[src/rtl/flb_pkg.sv]
package flb_pkg;
  typedef enum logic [1:0] {
    ACC_NONE  = 2'd0,
    ACC_FETCH = 2'd1,
    ACC_READ  = 2'd2,
    ACC_WRITE = 2'd3
  } acc_kind_t;

  function automatic acc_kind_t classify(input logic req, input logic we, input logic ifetch);
    if (!req)        return ACC_NONE;
    else if (we)     return ACC_WRITE;
    else if (ifetch) return ACC_FETCH;
    else             return ACC_READ;
  endfunction
endpackage

[src/rtl/flb_line.sv]
module flb_line #(
  parameter int TAG_W  = 15,
  parameter int BYTE_W = 8,
  localparam int LINE_W = 2 * BYTE_W
) (
  input  logic              clk,
  input  logic              rst,
  input  logic [TAG_W-1:0]  look_tag,
  input  logic              fill_en,
  input  logic [LINE_W-1:0] fill_data,
  input  logic              inval_en,
  output logic              hit,
  output logic              valid,
  output logic [TAG_W-1:0]  tag,
  output logic [LINE_W-1:0] data
);
  always_ff @(posedge clk) begin
    if (rst) begin
      valid <= 1'b0;
    end else if (fill_en) begin
      valid <= 1'b1;
    end else if (inval_en && tag == look_tag) begin
      valid <= 1'b0;
    end
  end

  always_ff @(posedge clk) begin
    if (fill_en) begin
      tag  <= look_tag;
      data <= fill_data;
    end
  end

  assign hit = valid && (tag == look_tag);

  assert_fill_excl_inval_R7: assert property (@(posedge clk) disable iff (rst)
    fill_en |-> !inval_en);
endmodule

[src/rtl/flb_stat.sv]
module flb_stat #(
  parameter int CNT_W = 16
) (
  input  logic             clk,
  input  logic             rst,
  input  logic             hit_evt,
  input  logic             miss_evt,
  output logic [CNT_W-1:0] hits,
  output logic [CNT_W-1:0] misses
);
  always_ff @(posedge clk) begin
    if (rst) begin
      hits   <= '0;
      misses <= '0;
    end else begin
      if (hit_evt)  hits   <= hits + 1'b1;
      if (miss_evt) misses <= misses + 1'b1;
    end
  end

  assert_evt_exclusive_R8: assert property (@(posedge clk) disable iff (rst)
    !(hit_evt && miss_evt));
endmodule

[src/rtl/fetch_line_buf.sv]
module fetch_line_buf #(
  parameter int ADDR_W = 16,
  parameter int BYTE_W = 8,
  parameter int CNT_W  = 16,
  localparam int TAG_W  = ADDR_W - 1,
  localparam int LINE_W = 2 * BYTE_W
) (
  input  logic              clk,
  input  logic              rst,
  input  logic              cpu_req,
  input  logic              cpu_we,
  input  logic              cpu_ifetch,
  input  logic [ADDR_W-1:0] cpu_addr,
  input  logic [BYTE_W-1:0] cpu_wdata,
  output logic [BYTE_W-1:0] cpu_rdata,
  output logic              cpu_ready,
  output logic              mem_req,
  output logic              mem_we,
  output logic [TAG_W-1:0]  mem_addr,
  output logic [LINE_W-1:0] mem_wdata,
  output logic [1:0]        mem_wstrb,
  input  logic [LINE_W-1:0] mem_rdata,
  input  logic              mem_ack,
  output logic [CNT_W-1:0]  hit_count,
  output logic [CNT_W-1:0]  miss_count
);
  import flb_pkg::*;

  acc_kind_t          kind;
  logic [TAG_W-1:0]   word_addr;
  logic               line_hit;
  logic               line_valid;
  logic [TAG_W-1:0]   line_tag;
  logic [LINE_W-1:0]  line_data;
  logic               fetch_hit;
  logic               fill_en;
  logic               inval_en;
  logic [LINE_W-1:0]  src_word;

  assign kind      = classify(cpu_req, cpu_we, cpu_ifetch);
  assign word_addr = cpu_addr[ADDR_W-1:1];

  flb_line #(.TAG_W(TAG_W), .BYTE_W(BYTE_W)) u_line (
    .clk       (clk),
    .rst       (rst),
    .look_tag  (word_addr),
    .fill_en   (fill_en),
    .fill_data (mem_rdata),
    .inval_en  (inval_en),
    .hit       (line_hit),
    .valid     (line_valid),
    .tag       (line_tag),
    .data      (line_data)
  );

  assign fetch_hit = (kind == ACC_FETCH) && line_hit;
  assign fill_en   = (kind == ACC_FETCH) && !line_hit && mem_ack;
  assign inval_en  = (kind == ACC_WRITE) && mem_ack;

  assign mem_req   = (kind != ACC_NONE) && !fetch_hit;
  assign mem_we    = (kind == ACC_WRITE);
  assign mem_addr  = word_addr;
  assign mem_wdata = {2{cpu_wdata}};
  assign mem_wstrb = (kind != ACC_WRITE) ? 2'b11 : (cpu_addr[0] ? 2'b10 : 2'b01);

  assign cpu_ready = fetch_hit || (mem_req && mem_ack);
  assign src_word  = fetch_hit ? line_data : mem_rdata;
  assign cpu_rdata = cpu_addr[0] ? src_word[LINE_W-1:BYTE_W] : src_word[BYTE_W-1:0];

  flb_stat #(.CNT_W(CNT_W)) u_stat (
    .clk      (clk),
    .rst      (rst),
    .hit_evt  (fetch_hit),
    .miss_evt (fill_en),
    .hits     (hit_count),
    .misses   (miss_count)
  );

  assert_reset_invalid_R1: assert property (@(posedge clk) disable iff (rst)
    $past(rst) |-> !line_valid);

  assert_hit_no_bus_R4: assert property (@(posedge clk) disable iff (rst)
    (cpu_req && cpu_ifetch && !cpu_we && line_hit) |-> !mem_req);

  assert_busless_only_fetch_R5: assert property (@(posedge clk) disable iff (rst)
    (cpu_req && !mem_req) |-> (cpu_ifetch && !cpu_we && cpu_ready));

  assert_miss_fills_R3: assert property (@(posedge clk) disable iff (rst)
    (cpu_req && cpu_ifetch && !cpu_we && mem_req && mem_ack)
      |=> (line_valid && line_tag == $past(cpu_addr[ADDR_W-1:1])));

  assert_write_snoop_R7: assert property (@(posedge clk) disable iff (rst)
    (cpu_req && cpu_we && mem_ack)
      |=> !(line_valid && line_tag == $past(cpu_addr[ADDR_W-1:1])));
endmodule

[config.mk]
export PLATFORM = sky130hd
export DESIGN_NAME = fetch_line_buf
export DESIGN_NICKNAME = d
export VERILOG_FILES = /design/src/rtl/flb_pkg.sv /design/src/rtl/flb_line.sv /design/src/rtl/flb_stat.sv /design/src/rtl/fetch_line_buf.sv
export SDC_FILE = /design/constraint.sdc
export NUM_CORES = 1
export LEC_CHECK = 0
export ABC_AREA = 1
export BUFFER_PORTS_ARGS = -buffer_cell sky130_fd_sc_hd__buf_2
export CAP_MARGIN = 0
export CORE_MARGIN = 2
export CORE_UTILIZATION = 55
export DETAILED_ROUTE_END_ITERATION = 8
export PLACE_DENSITY_LB_ADDON = 0.1
export SLEW_MARGIN = 30
export SYNTH_ARGS = -nofsm -noshare
export SYNTH_HDL_FRONTEND = slang
export SYNTH_HIERARCHICAL = 1
export SYNTH_SLANG_ARGS = --single-unit
[constraint.sdc]
create_clock -name clk -period 9 [get_ports clk]
set_input_delay 0.9 -clock clk [delete_from_list [all_inputs] [get_ports clk]]
set_output_delay 0.9 -clock clk [all_outputs]
set_load 0.05 [all_outputs]
## Yosys cells after proc, flatten, opt, wreduce, memory -nomap -nowiden

Cells that the tools add are included.

| storage, ports and cells | value |
|---|---|
| bits in read-only memories | 0 |
| flip-flop bits (word level) | 64 |
| RAM bits | 0 |
| bits in latches | 0 |
| memories kept | 0 |
| output and inout bits | 76 |

| operators by class | value |
|---|---|
| multipliers | 0 |
| add/sub/neg operators | 2 |
| reductions and logical operators | 13 |
| multiplexer cells | 9 |
| $lt $le $gt $ge | 0 |
| bitwise operators | 0 |
| eq/ne operators | 4 |
| divide/modulo/power cells | 0 |
| shift-type cells | 0 |

Operators with widths:

| operator | number |
|---|---|
| adder 16 x 1 -> 16 bit (second input constant) | 2 |
| two-way mux 16 bit | 1 |
| == test 15 bit | 1 |
| two-way mux 2 bit | 5 |
| logical AND 1 bit | 8 |
| two-way mux 8 bit | 1 |
| nonzero test 2 bit | 2 |
| == test 2 x 1 -> 1 bit (second input constant) | 1 |
| == test 2 bit (second input constant) | 1 |
| logical NOT 1 bit | 2 |
| two-way mux 1 bit | 2 |
| inequality test 2 bit (second input constant) | 1 |
| logical OR 1 bit | 1 |

## Logic depth before layout (Yosys ltp)

Gate-level depths: netlist of the first run.

| depth | value |
|---|---|
| depth after elaboration | 9 |
| gate-level depth with buffers | 20 |
| depth with buffers taken out | 18 |

## Cells and area by module

Netlist of the first run, hierarchy kept.

By module, submodules not included:

| module | cells each | instances | area an instance (µm²) |
|---|---|---|---|
| flb_stat | 237 | 1 | 1664.1 |
| flb_line | 118 | 1 | 1286.2 |
| fetch_line_buf | 141 | 1 | 729.4 |

## Worst setup path before layout of the first run

OpenSTA, ideal clock, no wires.

| timing path | value |
|---|---|
| path kind | input to register |
| start | in cpu_addr[4] |
| end | reg u_stat.misses[13] |
| buffers on the path | 1 |
| library setup time | 0.117 ns |
| stages on the path | 16 |
| data arrival time | 3.644 ns |
| setup slack | 5.239 ns |
| path through | inv_1 -> nand2_1 -> nand2_1 -> nor2_1 -> nand2_1 -> nor2_1 -> and3_2 -> nor2_1 -> buf_4 -> inv_2 -> nor2_2 -> nand2_1 -> nor2_4 -> nand3_1 -> nand2_1 -> nor2_1 |

| on the way | value |
|---|---|
| longest elaborated chain between the ends | 5 |

Ends and longest elaborated chain:

| what | RTL line | text |
|---|---|---|
| start: declaration | fetch_line_buf.sv:13 | `input logic [ADDR_W-1:0] cpu_addr,` |
| == test 15 bit | flb_line.sv:34 | `assign hit = valid && (tag == look_tag);` |
| logical AND 1 bit | flb_line.sv:34 |  |
| named net line_hit | fetch_line_buf.sv:31 | `logic line_hit;` |
| logical NOT 1 bit | fetch_line_buf.sv:57 | `assign fill_en = (kind == ACC_FETCH) && !line_hit && mem_ack;` |
| logical AND 1 bit (2 in a row) | fetch_line_buf.sv:57 |  |
| named net fill_en | fetch_line_buf.sv:36 | `logic fill_en;` |
| end signal: assignment | flb_stat.sv:17 | `if (miss_evt) misses <= misses + 1'b1;` |
| end: declaration | flb_stat.sv:9 | `output logic [CNT_W-1:0] misses` |

The timed path passes the listed nets, and every way through them passes these cells.
A chain may end at the register's enable or synchronous reset.

## Final worst setup path of the first run

| timing path | value |
|---|---|
| start | in cpu_addr[2] |
| end | out cpu_rdata[2] |

| on the way | value |
|---|---|
| longest elaborated chain between the ends | 5 |

Ends and longest elaborated chain:

| what | RTL line | text |
|---|---|---|
| == test 15 bit | flb_line.sv:34 |  |
| logical AND 1 bit | flb_line.sv:34 |  |
| named net line_hit | fetch_line_buf.sv:31 |  |
| logical AND 1 bit | fetch_line_buf.sv:56 | `assign fetch_hit = (kind == ACC_FETCH) && line_hit;` |
| two-way mux 16 bit | fetch_line_buf.sv:67 | `assign src_word = fetch_hit ? line_data : mem_rdata;` |
| two-way mux 8 bit | fetch_line_buf.sv:68 | `assign cpu_rdata = cpu_addr[0] ? src_word[LINE_W-1:BYTE_W] : src_word[BYTE_W-1:0];` |
| end: declaration | fetch_line_buf.sv:15 | `output logic [BYTE_W-1:0] cpu_rdata,` |

The timed path passes the listed nets, and every way through them passes these cells.

==> results.json, run 1 <==
{
  "syn_inst": 496,
  "cts-resized-gates": 0,
  "min_period_over_period_pct": 39.3,
  "synth_edf_count": 31,
  "fin_area_mm2": 0.00419,
  "grt-ovfl-total": 0,
  "cts_max_path_buffers": 2,
  "dieWidth_um": 85.8,
  "clock_latency_ns": 0.34,
  "clock-root-buffer": "clkbuf_8",
  "max-vdd-ir-drop_uv": 92.5,
  "violations": "DRC",
  "dp_hpwl_mm": 5.25,
  "synth_nets": 544,
  "fillers": 583,
  "max-slew-margin-rel_pct": 50.7,
  "finalHoldViolCount": 0,
  "avgRoutedWirePerCell_um": 11.2,
  "total_power_mw": 0.650,
  "timing.fmax_mhz": 283,
  "yosysTopAreaCell": "edfxtp_1",
  "cpMostUsedCell": "nand2_1",
  "clkSlewWorstSetupHoldPaths_ns": 0.07,
  "first_pass_iters": 6,
  "cts_setup_buffers": 0,
  "synth_area_per_cell_um2": 7.42,
  "cap_violations": 0,
  "ys_ff_latch": 64,
  "max_stage_delay_ns": 0.26,
  "hold_slack_ns": 0.472,
  "timing.rr.start": "u_line/tag[1]",
  "grt_pass1_vias": 2792,
  "cpMaxStageDelayCell": "buf_2",
  "drv_slew": 0,
  "areaGrowthSynthToFinish_pct": 14.0,
  "rr_endpoint": "u_stat/hits[15]",
  "crit_start": "cpu_addr[2]",
  "track_usage_pct": 20.2,
  "antenna_found_initial": 0,
  "num_antenna_cells": 0,
  "drt-initial-drc-count": 124,
  "critPathMaxFanout": 18,
  "rows": 29,
  "grt_pass1_wl_mm": 12.0,
  "yosysSeqAreaShare_pct": 43.3,
  "cts_hold_buf": 0,
  "cts_buffers": 9,
  "path_class": "input port to primary output",
  "drive_gt1_share_pct": 26.3,
  "crit_chain": "buf_2 > inv_1 > nand2_1 > nand2_1 > nor2_1 > nand2_1 > nor2_1 > and3_2 > nand2_1 > clkinv_2 > nand2_4 > nand2_1 > nand3_1 > nand2_1 > buf_2",
  "via_per_inst": 4.78,
  "die_area_mm2": 0.00736,
  "synthTopCellsByArea": "edfxtp_1 25%, dfxtp_1 18%, nand2_1 12%, inv_1 8.7%, buf_4 7.1%",
  "grt_max_degree": 28,
  "synth.top_cell.area_share_pct": 25.3,
  "rsz0062_at_grt": "no",
  "cts_tree": "done",
  "cp.depth": 15,
  "fin_skew_ns": 0.0120,
  "netlist-cell-type-count": 30,
  "final-setup-viol-count": 0,
  "h-tree-depth": 3,
  "critPathTopFamily": "simple AND/OR/NAND/NOR gates",
  "cp-start-kind": "input port",
  "outcome": "finished, violations left",
  "postRouteAntennaNets": 0,
  "start_util_pct": 57.3,
  "hold_class": "flip-flop to flip-flop",
  "drc": 12,
  "finalWeightedCongestion": 0.809,
  "crit_end": "cpu_rdata[2]",
  "arrival_ns": 2.64,
  "power_density_mw_per_mm2": 155,
  "tightestPinTransition_ns": 0.739,
  "worst-path-buf-inv": 4,
  "core_area_mm2": 0.00642,
  "cp-end-kind": "primary output",
  "via_count": 3092,
  "cp.required_ns": 8.10,
  "clock-sinks": 64,
  "async_reset_ff_share_pct": 0,
  "io_pins": 122,
  "placed_cell_area_mm2": 0.00398,
  "r2r_slack_ns": 6.55,
  "period_needed_ns": 3.54,
  "p_leak_nw": 2.19,
  "r2r_cells": 17,
  "synthFlopType": "dfxtp_1",
  "finalSetupTns_ns": 0,
  "drt_wl_total_mm": 7.22,
  "synth_area_mm2": 0.00368,
  "die_height_um": 85.8,
  "ys_warn_count": 6,
  "num-nets-final": 613,
  "port_buffers": 97
}
## layout make-up
| cell class | count | area, µm² | share of cell area (%) |
|---|---|---|---|
| Clock inverter | 6 | 83.8 | 2.00 |
| Timing Repair Buffer | 98 | 493 | 11.8 |
| Tap cell | 77 | 96.3 | 2.30 |
| Inverter | 94 | 354 | 8.44 |
| Multi-Input combinational cell | 298 | 1450 | 34.5 |
| Sequential cell | 64 | 1590 | 37.9 |
| Clock buffer | 10 | 128 | 3.04 |
## report_power, final
part	leakage (nW)	switching, mW	internal, mW	total, mW
registers	0.547	0.00202	0.310	0.312
logic	1.54	0.0538	0.0199	0.0737
clock network	0.0999	0.110	0.155	0.264
total	2.19	0.165	0.485	0.650
## how the worst min path moves through the flow
stage                            start      endpoint  cells past startpoint
after floorplan           u_line/valid  u_line/valid                      2
after global placement    u_line/valid  u_line/valid                      2
after detailed placement  u_line/valid  u_line/valid                      2
after CTS                 u_line/valid  u_line/valid                      2
after global routing      u_line/valid  u_line/valid                      2
final                     u_line/valid  u_line/valid                      2
## sequential cells by signal (all words and copies together) (netlist names)
signal and flops:
u_line/tag 15, u_line/valid 1, u_stat/hits 16, u_stat/misses 16
u_line/data 16
## worst reg2reg max path, delay by kind of cell, from the launching register on
kind | cells | cell delay [ns]
simple gates | 14 | 1.46
buf+inv | 3 | 0.47
flops | 1 | 0.40
## through the flow
| stage | worst slack (ns) | instances | util, % |
|---|---|---|---|
| floorplan | 5.24 | 496 | - |
| global placement | 5.51 | 631 | 62.0 |
| detailed placement | 5.47 | 631 | 62.0 |
| CTS | 5.46 | 647 | 65.3 |
| global route | 5.22 | 647 | 65.3 |
| finish | 5.46 | 647 | 65.3 |
## cell families (layout without fill, tap and decap cells)
group | after synthesis | count (layout) | synth area share, %
buf+inv | 134 | 208 | 17.6
fa+ha+maj | 2 | 2 | 0.680
compound gates | 32 | 32 | 4.73
flops | 64 | 64 | 43.3
simple gates | 260 | 260 | 32.8
xor+xnor | 4 | 4 | 0.952
## synthesized netlist by cell type, types with 3 or more instances
cell type	count
a21oi_1	20
buf_2	4
buf_4	35
dfxtp_1	33
edfxtp_1	31
inv_1	85
inv_2	7
nand2_1	119
nand2_2	9
nand3_1	52
nand3_2	4
nand4_1	4
nor2_1	55
nor2_2	6
nor2_4	3
nor2_8	3
o21ai_0	6
## placed cells by master, fill, tap and decap left out, drive strengths merged
cell        n
dfxtp      33
nand4       4
buf        98
clkbuf     10
ha          2
clkinv      4
clkinvlp    2
bufinv      2
o21bai      2
a211oi      2
nor2       67
nand2     130
edfxtp     31
a21oi      20
xor2        2
inv        92
o21ai       8
nand3      56
nor3        2
and3        1
xnor2       2
## metal layers
layer | routed length (µm) | vias up | track usage, %
met3 | 351 | 7 | 4.04
met4 | 86 | 0 | 8.66
li1 | - | 1638 | -
met2 | 3410 | 79 | 33.9
met1 | 3370 | 1368 | 25.4
met5 | 0 | - | 0
(Power assumes the default switching activity.)
==> run 2, diff against run 1 <==
Settings changed: ABC_AREA 1 to 0, CORE_UTILIZATION 55 to 49.
Clock period 9 ns to 3.57 ns, I/O delays scaled along.
==> run 2 against run 1 <==
The flow now finishes without violations. Total power increased by 140%. Worst setup slack lost 5.1 ns. Combinational power grew 120%. Global-route usage fell by 2.7 points. Highest routed layer unchanged.
==> results.json, run 2 <==
{
  "cp.required_ns": 3.21,
  "avgRoutedWirePerCell_um": 14.0,
  "finalSetupTns_ns": 0,
  "dieWidth_um": 84.1,
  "synth.top_cell.area_share_pct": 29.6,
  "clockPowerShare_pct": 39.0,
  "placed_cell_area_mm2": 0.00348,
  "num_antenna_cells": 0,
  "hold_class": "input port to flip-flop",
  "antenna_found_initial": 0,
  "total_power_mw": 1.55,
  "grt-ovfl-total": 0,
  "max_stage_delay_ns": 0.42,
  "start_util_pct": 50.1,
  "p_switching_mw": 0.384,
  "timing.fmax_mhz": 316,
  "critPathMaxFanout": 7,
  "synthFlopType": "dfxtp_1",
  "cp-end-kind": "primary output",
  "yosysTopAreaCell": "edfxtp_1",
  "outcome": "finished clean",
  "postRouteAntennaNets": 0,
  "fin_skew_ns": 0.0118,
  "via_per_inst": 5.24,
  "clkSlewWorstSetupHoldPaths_ns": 0.07,
  "fillers": 553,
  "cts_buffers": 9,
  "final-setup-viol-count": 0,
  "port_buffers": 97,
  "cpMaxStageDelayCell": "mux4_2",
  "clock_latency_ns": 0.33,
  "core_area_mm2": 0.00628,
  "areaGrowthSynthToFinish_pct": 16.9,
  "h-tree-depth": 3,
  "ys_warn_count": 6,
  "cp-start-kind": "flip-flop",
  "p_sw_share_pct": 24.7,
  "io_pins": 122,
  "tightestPinTransition_ns": 0.724,
  "p_leak_nw": 1.53,
  "via_count": 2264,
  "post-route-util_pct": 58.5,
  "r2r_slack_ns": 0.75,
  "syn_inst": 279,
  "pwr-share-seq_pct": 50.6,
  "ys_ff_latch": 64,
  "drt_wl_total_mm": 6.05,
  "largest_registers": "u_line/data x16, u_stat/hits x16, u_stat/misses x16",
  "rsz0062_at_grt": "no",
  "yosysSeqAreaShare_pct": 50.6,
  "clock-root-buffer": "clkbuf_8",
  "cts_hold_buf": 0,
  "synth_area_per_cell_um2": 11.3,
  "die_area_mm2": 0.00707,
  "synth_edf_count": 31,
  "drive_gt1_share_pct": 39.2,
  "clock-sinks": 64,
  "crit_chain": "xor2_1 > nor4_1 > nand2_1 > nor3_2 > nand4b_2 > buf_4 > mux4_2 > buf_2",
  "die_height_um": 84.1,
  "drv_slew": 0,
  "power_frac_comb_pct": 10.5,
  "max-slew-margin-rel_pct": 51.7,
  "path_class": "flip-flop to primary output",
  "grt_max_degree": 43,
  "dp_hpwl_mm": 4.23,
  "intPower_mw": 1.17,
  "synth_nets": 327,
  "finalHoldViolCount": 0,
  "track_usage_pct": 17.5,
  "fin_area_mm2": 0.00367,
  "cts_tree": "done",
  "period_needed_ns": 3.16,
  "max-vdd-ir-drop_uv": 211,
  "cts_max_path_buffers": 2,
  "async_reset_ff_share_pct": 0,
  "drt-initial-drc-count": 110,
  "drc": 0,
  "arrival_ns": 2.81,
  "grt_pass1_vias": 2034,
  "netlist-cell-type-count": 39,
  "synth_area_mm2": 0.00314,
  "rows": 29,
  "grt_pass1_wl_mm": 9.84,
  "synthTopCellsByArea": "edfxtp_1 30%, dfxtp_1 21%, buf_4 7.9%, xor2_1 6.1%, mux4_2 5.0%",
  "first_pass_iters": 4,
  "min_period_over_period_pct": 88.6,
  "power_density_mw_per_mm2": 423,
  "yosys-top-cells-count": "33 x buf_4, 33 x dfxtp_1, 33 x nor2_1",
  "final_cell_mix": "97 x buf_2, 33 x nor2_1, 33 x dfxtp_1, 31 x edfxtp_1, 22 x xor2_1",
  "final_common_cell": "buf_2",
  "num-nets-final": 398,
  "finalWeightedCongestion": 0.730,
  "cap_violations": 0
}
-- run 2: routing by layer --
| metal | global-route usage [%] | up-vias | routed length (µm) |
|---|---|---|---|
| li1 | - | 1104 | - |
| met1 | 24.7 | 1078 | 2910 |
| met2 | 25.4 | 74 | 2680 |
| met3 | 4.45 | 8 | 381 |
| met4 | 7.62 | 0 | 77 |
| met5 | 0 | - | 0 |
-- run 2: power groups by stage --
stage | clock (mW) | sequential (mW) | combinational [mW]
6_report | 0.606 | 0.786 | 0.163
5_1_grt | 0.663 | 0.786 | 0.173
4_1_cts | 0.624 | 0.786 | 0.164
3_5_place_dp | 0 | 0.802 | 0.164
3_3_place_gp | 0 | 0.802 | 0.162
2_1_floorplan | 0 | 0.803 | 0.170
-- run 2: logic make-up after synthesis --
group           share of synthesized area [%]
simple gates                             18.7
xor+xnor                                 9.75
mux                                      8.28
fa+ha+maj                               0.796
buf+inv                                  9.47
compound gates                           2.31
flops                                    50.6
-- run 2: worst paths after layout --
kind | start | to | cells past startpoint
min | mem_rdata[13] | u_line/data[13] | 1
max | u_line/tag[1] | cpu_rdata[6] | 8
min reg2reg | u_stat/hits[5] | u_stat/hits[5] | 2
max reg2reg | u_line/tag[1] | u_stat/hits[12] | 10
-- run 2: per-stage QoR --
| stage | std cells | hold WS (ns) | setup slack, ns |
|---|---|---|---|
| final | 432 | 0.219 | 0.406 |
| after global routing | 432 | 0.204 | 0.145 |
| after CTS | 432 | 0.204 | 0.175 |
| after detailed placement | 416 | 0.523 | 0.443 |
| after global placement | 416 | 0.498 | 0.506 |
| after floorplan | 279 | 0.456 | 0.255 |
-- run 2: worst max-delay path, delay by kind of cell (launching register included) --
family	cells	cell delay, ns
muxes	1	0.42
xor gates and xnor gates	1	0.15
and+or+nand+nor	4	1.02
buffers and inverters	2	0.48
DFF	1	0.39
-- run 2: timing repair --
item                       4_1_cts  5_1_grt
setup endpoints to repair        0        5
gates resized for setup          0        1
setup buffers                    0        0
-- run 2: layout make-up --
class / instances / area (µm²) / area share, %
clock buffers: 12 / 145 / 3.95
well taps: 77 / 96.3 / 2.62
clock inverters: 4 / 45.0 / 1.23
flip-flops and latches: 64 / 1590 / 43.3
inverters: 4 / 15.0 / 0.409
repair buffers: 100 / 508 / 13.8
multi-input cells: 171 / 1270 / 34.7
==> run 3, diff against run 2 <==
Clock period 3.57 ns to 3.1 ns, I/O delays scaled along.
==> run 3 against run 2 <==
Non-clock buffer count increased by 1. Hold slack got worse by 0.052 ns. Cell count increased by 0.23%. First-iteration DRC count decreased by 38%. Clock power increased by 8.7%. Total power increased by 13%. Critical path type unchanged. Sequential power increased by 15%. Via count decreased by 2.8%. Sequential cell count unchanged. Die area unchanged.
==> results.json, run 3 (synthesis results as in run 2) <==
{
  "clock_latency_ns": 0.33,
  "final_cell_mix": "97 x buf_2, 33 x nor2_1, 33 x dfxtp_1, 31 x edfxtp_1, 22 x xor2_1",
  "critPathMaxFanout": 10,
  "fin_area_mm2": 0.00370,
  "cts_tree": "done",
  "placed_cell_area_mm2": 0.00350,
  "p_leak_nw": 1.56,
  "pwr-share-seq_pct": 51.6,
  "core_area_mm2": 0.00628,
  "finalHoldViolCount": 0,
  "grt-ovfl-total": 0,
  "largest_registers": "u_line/data x16, u_stat/hits x16, u_stat/misses x16",
  "dieWidth_um": 84.1,
  "timing.fmax_mhz": 352,
  "areaGrowthSynthToFinish_pct": 17.7,
  "clkSlewWorstSetupHoldPaths_ns": 0.07,
  "grt_pass1_vias": 2078,
  "cpMaxStageDelayCell": "mux4_1",
  "drv_slew": 0,
  "grt_pass1_wl_mm": 9.76,
  "p_switching_mw": 0.438,
  "fin_skew_ns": 0.00753,
  "cp-end-kind": "primary output",
  "final_common_cell": "buf_2",
  "via_count": 2200,
  "path_class": "flip-flop to primary output",
  "rows": 29,
  "place_inst": 417,
  "hold_class": "input port to flip-flop",
  "antenna_found_initial": 0,
  "port_buffers": 97,
  "crit_chain": "xor2_1 > nor4_2 > nand2_1 > nor3_4 > nand4b_2 > buf_4 > mux4_1 > buf_2",
  "track_usage_pct": 17.4,
  "tightestPinTransition_ns": 0.713,
  "p_sw_share_pct": 25.0,
  "max-slew-margin-rel_pct": 52.5,
  "fillers": 561,
  "cp.required_ns": 2.79,
  "grt_max_degree": 41,
  "final-setup-viol-count": 0,
  "first_pass_iters": 4,
  "clock-root-buffer": "clkbuf_8",
  "postRouteAntennaNets": 0,
  "post-route-util_pct": 58.9,
  "finalNonFillerCells": 433,
  "clock-sinks": 64,
  "power_frac_comb_pct": 10.8,
  "dp_hpwl_mm": 4.30,
  "drc": 0,
  "period_needed_ns": 2.84,
  "drive_gt1_share_pct": 39.6,
  "max_stage_delay_ns": 0.44,
  "cp-start-kind": "flip-flop",
  "h-tree-depth": 3,
  "drt_wl_total_mm": 6.00,
  "power_density_mw_per_mm2": 474,
  "clockPowerShare_pct": 37.6,
  "start_util_pct": 50.1,
  "die_area_mm2": 0.00707,
  "place_ws_ns": 0.377,
  "via_per_inst": 5.08,
  "cap_violations": 0,
  "setup_slack_ns": 0.257,
  "drt-initial-drc-count": 68,
  "cts_max_path_buffers": 2,
  "min_period_over_period_pct": 91.7,
  "cts_buffers": 9,
  "avgRoutedWirePerCell_um": 13.9,
  "num_antenna_cells": 0,
  "arrival_ns": 2.53,
  "finalWeightedCongestion": 0.777,
  "intPower_mw": 1.32,
  "max-vdd-ir-drop_uv": 298,
  "num-nets-final": 399,
  "rsz0062_at_grt": "no",
  "die_height_um": 84.1,
  "outcome": "finished clean",
  "io_pins": 122,
  "cts_hold_buf": 0
}
==> run 3: cell types whose count changed in the layout (fill, tap and decap cells not counted) <==
| cell | delta |
|---|---|
| nor4_1 | -1 |
| nor4_2 | +1 |
| buf_4 | +1 |
| nand4_2 | -1 |
| clkbuf_16 | +1 |
| nor3_2 | -1 |
| nand4_4 | +1 |
| bufinv_16 | -1 |
| nor3_4 | +1 |
==> run 3: layout make-up <==
cell class,instances,area [µm²],area share (%)
sequential,64,1590,43.0
multi-input combinational,171,1290,35.0
timing repair buffer,101,515,13.9
clock buffer,13,170,4.60
tap,77,96.3,2.60
clock inverter,3,15.0,0.406
inverter,4,15.0,0.406
==> run 3: critical path, delay by kind of cell, from the launching register on <==
kind,cells,cell delay (ns)
AND/OR/NAND/NOR,4,0.79
multiplexers,1,0.44
XOR/XNOR,1,0.16
flip-flops,1,0.38
buffers and inverters,2,0.44
==> run 3: repair_timing <==
action                     4_1_cts  5_1_grt
gates resized for setup          0        2
setup endpoints to repair        0        8
buffers inserted                 0        0
==> run 3: routing by layer <==
layer / up-vias / GRT usage [%] / routed length [µm]
met4: 0 / 8.21 / 68
met1: 1015 / 23.2 / 2770
met5: - / 0 / 0
li1: 1104 / - / -
met2: 74 / 25.8 / 2780
met3: 7 / 5.24 / 388
==> run 3: worst paths after layout <==
kind / from / to / slack [ns] / depth (start not counted)
max: u_line/tag[1] / cpu_rdata[7] / 0.26 / 8
min: mem_rdata[6] / u_line/data[6] / 0.17 / 1
max reg2reg: u_line/tag[1] / u_stat/hits[12] / 0.60 / 10
min reg2reg: u_stat/misses[5] / u_stat/misses[5] / 0.51 / 2
==> run 3: metrics by stage <==
| step | power, mW | TNS, ns | hold slack [ns] |
|---|---|---|---|
| detailed placement | 1.11 | 0 | 0.504 |
| CTS | 1.78 | 0 | 0.146 |
| global placement | 1.11 | 0 | 0.498 |
| global route | 1.83 | 0 | 0.148 |
| floorplan | 1.12 | -0.214 | 0.409 |
| finish | 1.75 | 0 | 0.167 |
==> run 3: power groups by stage <==
| stage | Clock, mW | Combinational (mW) | Sequential [mW] |
|---|---|---|---|
| 6_report | 0.659 | 0.189 | 0.905 |
| 5_1_grt | 0.723 | 0.200 | 0.906 |
| 4_1_cts | 0.685 | 0.190 | 0.905 |
| 3_5_place_dp | 0 | 0.190 | 0.924 |
| 3_3_place_gp | 0 | 0.188 | 0.923 |
| 2_1_floorplan | 0 | 0.196 | 0.925 |
